`src/rtl/sec_reset_seq.sv`:
```
module sec_reset_seq #(
  parameter int REF_CYC_PER_US = 25,
  parameter int SETTLE_US      = 100,
  parameter int LOCK_US        = 100,
  parameter int HOLD_TICKS     = 10,
  parameter int TAIL_TICKS     = 5
) (
  input  logic       ref_clk,
  input  logic       up_rst_n,
  input  logic       sw_rst_bit,
  input  logic       clk_stable,
  input  logic       mode_pcix,
  input  logic       sec_tick,
  output logic       sec_rst_n,
  output logic       pll_rst,
  output logic       pll_bypass,
  output logic       logic_rst,
  output logic       ad_drive_low,
  output logic       ctl_tristate,
  output logic [2:0] seq_state
);
  localparam int SETTLE_CYC = SETTLE_US * REF_CYC_PER_US;
  localparam int LOCK_CYC   = LOCK_US * REF_CYC_PER_US;
  localparam int MAX_A = (SETTLE_CYC > LOCK_CYC) ? SETTLE_CYC : LOCK_CYC;
  localparam int MAX_B = (HOLD_TICKS > TAIL_TICKS) ? HOLD_TICKS : TAIL_TICKS;
  localparam int CW    = $clog2(((MAX_A > MAX_B) ? MAX_A : MAX_B) + 1);

  typedef enum logic [2:0] {
    S_RST = 3'd0, S_WAIT = 3'd1, S_SETTLE = 3'd2, S_HOLD = 3'd3,
    S_LOCK = 3'd4, S_TAIL = 3'd5, S_DONE = 3'd6
  } st_t;

  st_t           st, st_nx;
  logic [CW-1:0] cnt, cnt_nx;
  logic [1:0]    stab_q, mode_q;
  logic          mode_lat;

  wire stab_s      = stab_q[1];
  wire settle_done = (cnt == CW'(SETTLE_CYC - 1));
  wire lock_done   = (cnt == CW'(LOCK_CYC - 1));
  wire hold_done   = sec_tick && (cnt == CW'(HOLD_TICKS - 1));
  wire tail_done   = sec_tick && (cnt == CW'(TAIL_TICKS - 1));

  always_comb begin
    st_nx  = st;
    cnt_nx = cnt;
    if (sw_rst_bit) begin
      st_nx  = S_RST;
      cnt_nx = '0;
    end else begin
      case (st)
        S_RST:  begin st_nx = S_WAIT; cnt_nx = '0; end
        S_WAIT: if (stab_s) begin st_nx = S_SETTLE; cnt_nx = '0; end
        S_SETTLE:
          if (settle_done) begin st_nx = S_HOLD; cnt_nx = '0; end
          else cnt_nx = cnt + 1'b1;
        S_HOLD:
          if (hold_done) begin
            st_nx  = mode_lat ? S_LOCK : S_TAIL;
            cnt_nx = '0;
          end else if (sec_tick) cnt_nx = cnt + 1'b1;
        S_LOCK:
          if (lock_done) st_nx = S_DONE;
          else cnt_nx = cnt + 1'b1;
        S_TAIL:
          if (tail_done) st_nx = S_DONE;
          else if (sec_tick) cnt_nx = cnt + 1'b1;
        default: st_nx = st;
      endcase
    end
  end

  always_ff @(posedge ref_clk or negedge up_rst_n) begin
    if (!up_rst_n) begin
      st       <= S_RST;
      cnt      <= '0;
      mode_lat <= 1'b0;
      stab_q   <= 2'b00;
      mode_q   <= 2'b00;
    end else begin
      stab_q <= {stab_q[0], clk_stable};
      mode_q <= {mode_q[0], mode_pcix};
      st     <= st_nx;
      cnt    <= cnt_nx;
      if (!sw_rst_bit && st == S_SETTLE && settle_done) mode_lat <= mode_q[1];
    end
  end

  wire pll_run = mode_lat && (st == S_HOLD || st == S_LOCK || st == S_DONE);

  assign sec_rst_n    = (st == S_LOCK) || (st == S_TAIL) || (st == S_DONE);
  assign logic_rst    = (st != S_DONE);
  assign pll_rst      = !pll_run;
  assign pll_bypass   = !pll_run;
  assign ad_drive_low = !sec_rst_n;
  assign ctl_tristate = !sec_rst_n;
  assign seq_state    = st;

  AST_SW_FORCES_RESET: assert property (@(posedge ref_clk) disable iff (!up_rst_n)
    sw_rst_bit |=> (seq_state == 3'd0 && !sec_rst_n));
  AST_TIMER_GATED: assert property (@(posedge ref_clk) disable iff (!up_rst_n)
    (seq_state == 3'd2 && $past(seq_state) == 3'd1) |-> $past(stab_s));
  AST_RELEASE_ON_TICK: assert property (@(posedge ref_clk) disable iff (!up_rst_n)
    $rose(sec_rst_n) |-> $past(sec_tick));
  AST_PLL_ONLY_PCIX: assert property (@(posedge ref_clk) disable iff (!up_rst_n)
    $fell(pll_rst) |-> mode_lat);
  AST_LOGIC_AFTER_BUS: assert property (@(posedge ref_clk) disable iff (!up_rst_n)
    !logic_rst |-> sec_rst_n);
  AST_RESTART_ANY: assert property (@(posedge ref_clk) disable iff (!up_rst_n)
    (sw_rst_bit && seq_state != 3'd0) |=> !sec_rst_n && logic_rst);
endmodule

```
`config.mk`:
```
export PLATFORM = sky130hd
export DESIGN_NAME = sec_reset_seq
export DESIGN_NICKNAME = d
export VERILOG_FILES = /design/src/rtl/sec_reset_seq.sv
export SDC_FILE = /design/constraint.sdc
export NUM_CORES = 1
export LEC_CHECK = 0
export ABC_AREA = 1
export BUFFER_PORTS_ARGS = -buffer_cell sky130_fd_sc_hd__buf_2
export CAP_MARGIN = 0
export CORE_MARGIN = 4
export CORE_UTILIZATION = 56
export DETAILED_ROUTE_END_ITERATION = 7
export GPL_TIMING_DRIVEN = 0
export PLACE_DENSITY = 0.79
export SLEW_MARGIN = 20
export SYNTH_ARGS = -nofsm -noshare
export SYNTH_HDL_FRONTEND = slang
export SYNTH_SLANG_ARGS = --single-unit
export TNS_END_PERCENT = 20
```
`constraint.sdc`:
```
create_clock -name ref_clk -period 1.9 [get_ports ref_clk]
set_input_delay 0.38 -clock ref_clk [delete_from_list [all_inputs] [get_ports ref_clk]]
set_output_delay 0.38 -clock ref_clk [all_outputs]
set_load 0.1 [all_outputs]
```
==> metrics.yaml, run 1 <==
syn-num-nets: 291
hp-class: "in -> async"
yosysSeqAreaShare_pct: 29.1
yosys.area.top_type: "dfrtp_1"
holdWs_ps: -7.36
root_buffer: "clkbuf_4"
stdcell_area_sq_um: 2120
io_pins: 15
fin_crit_ps: 1900
rsz0062_at_grt: "yes"
irDropWorstVdd_mv: 0.759
fillers: 227
setup_viol: 1
first_pass_iters: 5
status: "complete, but fails checks"
synth_compound_area_share_pct: 6.90
num_vias: 1900
synth-xor-area-share_pct: 2.03
grt_max_degree: 21
violations: "hold timing, setup timing"
layout-drive-gt1-share_pct: 22.3
end_kind: "output port"
crit_required_ps: 1520
ys_top_cells_by_area: "dfrtp_1 (29%), nand2_1 (21%), nand3_1 (9.0%), inv_1 (8.1%), nor2_1 (5.0%)"
cts_tree: "built"
route.antenna.remaining_nets: 0
cts_num_sinks: 20
remaining_drc_errors: 0
setup_ws_ps: -4.71
grt_pass1_wl_um: 7370
finalSetupTns_ps: -4.71
avgSynthCellArea_sq_um: 6.11
clk_latency_ps: 310
cp.arrival_ps: 1520
multi_input_area_sq_um: 1110
pre_cts_ws_ps: 9.92
ys.flop_type: "dfrtp_1"
fin_skew_ps: 2.96
clk_pin_slew_ps: 120
port_buffers: 13
core_sq_um: 2850
syn2layout_area_growth_pct: 23.1
routed_wirelength_um: 4650
start_kind: "flop"
r2r-start: "seq_state[0]"
grt_pass1_vias: 1594
post_drt_wl_per_cell_um: 13.8
antennaDiodeCount: 0
synth_simple_gate_area_share_pct: 47.3
synth_cells: 282
synth-seq-cells: 20
rows: 19
worst_slew_pin_slew_ps: 494
synth_edf_count: 0
die_x_um: 63.4
netlist.area_leader.share_pct: 29.1
die_h_um: 63.4
vias_per_cell: 5.65
cts.htree.levels: 1
yosys_warnings: 0
cts_buffers: 3
final_max_slew_viol_count: 0
fin_cells: 336
nNetsFinal: 315
fmax_ghz: 0.525
finalHoldViolations: 20
netlist_area_sq_um: 1720
max_slew_margin_pct: 67.3
drt_iter0_markers: 189
hpwl_um: 3280
power_leakage_nw: 1.07
grt_overflow: 0
utilization_pct: 74.3
drv_cap: 0
critPathKind: "reg -> out"
async_flop_share_pct: 100
path_max_fanout: 6
seq_area_sq_um: 513
place_congestion: 0.975
grt_antenna_before_repair: 0
period_share_pct: 100
synth.area.mux_share_pct: 0
dp.cells: 326
clockBufferDepth: 2
yosysUniqueCellTypes: 28
p_total_mw: 2.01
start_util_pct: 60.4
power-per-cell-area_nw_per_um2: 950
dpl_cell_area_sq_um: 1920
grt_usage_pct: 22.6
die-area_sq_um: 4030
synth_fa_ha_area_share_pct: 2.18
synth_top_family_by_area: "simple AND/OR/NAND/NOR gates"
timing.critical_path.from: "seq_state[1]"
-- routing by layer --
metal  global-route usage, %  part of all wire [%]
met5                       0                     0
met4                    7.01                   1.7
met3                    2.49                    10
met2                    32.7                    44
met1                    34.7                    44
-- kinds of logic after synthesis --
| group | Yosys count |
|---|---|
| buffers and inverters | 51 |
| AO/OA/AOI/OAI | 22 |
| flip-flops | 20 |
| AND/OR/NAND/NOR | 182 |
| XOR/XNOR | 4 |
| adder cells (fa/ha/maj) | 3 |
-- cell usage in the layout (no fill, tap or decap), types with 6 or more instances in the layout --
master / synthesis / final
inv_1: 37 / 33
dfrtp_1: 20 / 16
nor2_1: 23 / 21
nand3_1: 31 / 30
nand2_1: 98 / 89
nor2_4: 4 / 7
nand2_2: 3 / 8
o21ai_0: 12 / 12
nor3_1: 9 / 8
buf_4: 3 / 9
buf_2: 3 / 10
a21oi_1: 6 / 6
-- repair_timing --
| item | CTS | global route |
|---|---|---|
| hold buffers | 0 | 0 |
| buffers inserted | 0 | 7 |
| endpoints found under the setup margin | 6 | 19 |
| gates resized for setup | 12 | 20 |
| pin swaps | 0 | 5 |
-- cells in the mapped netlist (all sizes together) (4+ instances only) --
master  count
nor3        9
nand3      32
inv        41
nor2       29
xor2        4
nand2     101
nand3b      4
o21ai      13
nand4       5
buf         7
a21oi       7
dfrtp      20
-- area by class of cell --
cell class                 count  area share, %
multi-input combinational    211           52.6
timing repair buffer          20           7.50
clock buffer                   3           1.06
clock inverter                 1           1.42
sequential                    20           24.2
buffer                         9           3.48
tap                           31           1.83
inverter                      41           7.91
-- power by group --
group          switching, mW  leakage (nW)  internal (mW)
Clock                  0.138        0.0279          0.213
Sequential            0.0785         0.259          0.473
Combinational          0.790         0.786          0.319
-- flip-flops by register name (all words and copies together), names as in the netlist --
signal	cells
cnt	12
seq_state	3
mode_q	2
stab_q	2
mode_lat	1
-- final timing paths --
path | endpoint | slack (ps) | cells past startpoint
max | ctl_tristate | -5 | 6
min | cnt[2] | -7 | 1
max reg2reg | cnt[10] | 120 | 9
min reg2reg | mode_q[1] | 360 | 0
max in group asynchronous | seq_state[2] | 1570 | 1
min in group ref_clk | mode_q[0] | 170 | 1
-- worst max-delay path: stages (launching register included) --
cell and delay [ps]:
dfrtp_4 570, nor2_4 120, inv_4 60, nand2_8 70, clkinvlp_4 100, buf_12 140
buf_12 150
No activity file was read; power rests on OpenSTA's default activity.
==> inputs of run 2 (changes only) <==
--- a/config.mk
+++ b/config.mk
@@ -10,6 +10,7 @@
 export CAP_MARGIN = 0
 export CORE_MARGIN = 4
 export CORE_UTILIZATION = 56
+export CTS_CLUSTER_DIAMETER = 30
 export DETAILED_ROUTE_END_ITERATION = 7
 export GPL_TIMING_DRIVEN = 0
 export PLACE_DENSITY = 0.79
==> constraint.sdc (replaced) <==
create_clock -name ref_clk -period 2.3 [get_ports ref_clk]
set_input_delay 0.46 -clock ref_clk [delete_from_list [all_inputs] [get_ports ref_clk]]
set_output_delay 0.46 -clock ref_clk [all_outputs]
set_load 0.1 [all_outputs]
==> run 2 against run 1 <==
Effect of this change:
- the run now ends clean
- sequential cell count stayed put
- clock power is 16% lower
- combinational power down 26%
- first-iteration DRC count is 22% lower
- routed wire length down 7.3%
- cell area is 7.6% lower
- power shrank 24%
- count of clock-buffer cells in the layout stayed put
- largest cell class unchanged
- sequential power decreased by 25%
==> metrics.yaml, run 2 (same netlist as run 1, synthesis figures left out) <==
route.antenna.remaining_nets: 0  # unchanged
grt_pass1_wl_um: 7570  # was 7370 um
ff2ff_path_depth: 9  # unchanged
routed_wirelength_um: 4310  # was 4650 um
setup_viol: 0  # was 1
grt_pass1_vias: 1641  # was 1594
pwr-share-comb_pct: 53.5  # was 55.1%
start_kind: "flop"  # unchanged
clockBufferDepth: 2  # unchanged
drt_iter0_markers: 147  # was 189
num_vias: 1801  # was 1900
cell_internal_pwr_mw: 0.761  # was 1.01 mW
dpl_cell_area_sq_um: 1890  # was 1920 sq um
power_leakage_nw: 1.02  # was 1.07 nW
clk_pin_slew_ps: 120  # about the same
irDropWorstVdd_mv: 0.592  # was 0.759 mV
cts_num_sinks: 20  # unchanged
r2r-start: "seq_state[0]"  # unchanged
rows: 19  # unchanged
post_drt_wl_per_cell_um: 13.1  # was 13.8 um
end_kind: "output port"  # unchanged
first_pass_iters: 5  # unchanged
power-per-cell-area_nw_per_um2: 779  # was 950 nW/um^2
switching_share_pct: 50.1  # was 50.0%
port_buffers: 13  # unchanged
hp-class: "in -> async"  # unchanged
fin_skew_ps: 9.34  # was 2.96 ps
rsz0062_at_grt: "no"  # was yes
stdcell_area_sq_um: 1960  # was 2120 sq um
start_util_pct: 60.4  # unchanged
hpwl_um: 3410  # was 3280 um
final_common_cell: "nand2_1"  # unchanged
grt_usage_pct: 23.7  # was 22.6%
die_x_um: 63.4  # unchanged
max_slew_margin_pct: 67.8  # was 67.3%
period_share_pct: 94.2
most-common-layout-cells: "nand2_1 (94), inv_1 (35), nand3_1 (31), nor2_1 (23), dfrtp_1 (17)"  # was nand2_1 (89), inv_1 (33), nand3_1 (30), nor2_1 (21), dfrtp_1 (16)
die-area_sq_um: 4030  # unchanged
largest_reg_flops: 12  # unchanged
final_max_slew_viol_count: 0  # unchanged
place_congestion: 0.944  # was 0.975
drv_cap: 0  # unchanged
layout-drive-gt1-share_pct: 16.4  # was 22.3%
crit_required_ps: 1840  # was 1520 ps
cp.arrival_ps: 1710  # was 1520 ps
io_pins: 15  # unchanged
fmax_ghz: 0.461
grt_overflow: 0  # unchanged
pwr-share-seq_pct: 27.1  # was 27.4%
nNetsFinal: 309  # was 315
cts_tree: "built"  # unchanged
remaining_drc_errors: 0  # unchanged
switchingPower_mw: 0.765  # was 1.01 mW
reg2reg_to: "cnt[11]"  # was cnt[10]
antennaDiodeCount: 0  # unchanged
cts.htree.levels: 1  # unchanged
path_max_fanout: 8  # was 6
vias_per_cell: 5.46  # was 5.65
worst_slew_pin_slew_ps: 487  # was 494 ps
cts_buffers: 3  # unchanged
core_sq_um: 2850  # unchanged
critPathKind: "reg -> out"  # unchanged
dp.cells: 326  # unchanged
syn2layout_area_growth_pct: 13.8  # was 23.1%
fin_cells: 330  # was 336
fin_crit_ps: 2170
fillers: 287  # was 227
p_total_mw: 1.53  # was 2.01 mW
root_buffer: "clkbuf_4"  # unchanged
status: "completed"  # was complete, but fails checks
regMostFlops: "cnt"  # unchanged
rrSetupSlack_ps: 400  # was 120 ps
grt_max_degree: 21  # unchanged
clk_latency_ps: 320  # was 310 ps
grt_antenna_before_repair: 0  # unchanged
die_h_um: 63.4  # unchanged
finalHoldViolations: 0  # was 20
hold_buffers: 0  # unchanged
pwr-share-clk_pct: 19.4  # was 17.5%
## run 2: per-stage QoR
step	TNS [ps]	setup WS (ps)	hold slack, ps	util (%)
after CTS	0	46.0	76.9	68.1
after global routing	0	39.0	88.0	68.7
after floorplan	-482	-344	164	-
after detailed placement	0	409	336	66.2
final	0	132	61.1	68.7
after global placement	0	417	331	66.2
## run 2: what timing repair did
action                                  in CTS  in global routing
endpoints found under the setup margin       0                  2
resized for setup                            0                  2
setup buffers                                0                  0
## run 2: worst max-delay path by stage
stage / startpoint / end / slack, ps / cells past startpoint
6_report: seq_state[1] / ad_drive_low / 130 / 7
5_1_grt: seq_state[2] / ad_drive_low / 40 / 6
3_3_place_gp: seq_state[0] / cnt[9] / 420 / 9
3_5_place_dp: seq_state[1] / ctl_tristate / 410 / 8
2_1_floorplan: seq_state[1] / ctl_tristate / -340 / 7
4_1_cts: seq_state[1] / ctl_tristate / 50 / 8
## run 2: worst max-delay path, stage by stage (launching register included)
cell and delay (ps):
dfrtp_4 490, buf_6 150, nand2_2 70, inv_2 50, nand2_8 80, nand2_8 50, clkinvlp_4 90, buf_2 420
## run 2: cell type report
| type | count | area, sq um | area share (%) |
|---|---|---|---|
| clock buffers | 3 | 22.5 | 1.15 |
| flip-flops and latches | 20 | 507 | 25.9 |
| plain buffers | 10 | 77.6 | 3.96 |
| repair buffers | 13 | 82.6 | 4.21 |
| well taps | 31 | 38.8 | 1.98 |
| clock inverters | 1 | 30.0 | 1.53 |
| multi-input cells | 211 | 1040 | 53.3 |
| inverters | 41 | 158 | 8.05 |
## run 2: power by group through the flow
| stage | clock network, mW | logic [mW] | registers (mW) |
|---|---|---|---|
| 2_1_floorplan | 0 | 0.524 | 0.558 |
| 3_3_place_gp | 0 | 0.796 | 0.420 |
| 3_5_place_dp | 0 | 0.798 | 0.421 |
| 4_1_cts | 0.300 | 0.802 | 0.414 |
| 5_1_grt | 0.321 | 0.880 | 0.419 |
| 6_report | 0.296 | 0.816 | 0.414 |
## run 2: layer usage
metal / global-route usage [%] / vias to the layer above / share of wire (%) / routed length [um]
li1: - / 923 / - / -
met1: 36.0 / 794 / 48 / 2070
met2: 34.7 / 79 / 41 / 1780
met3: 2.13 / 5 / 9.1 / 393
met4: 8.89 / 0 / 1.4 / 59
met5: 0 / - / 0 / 0
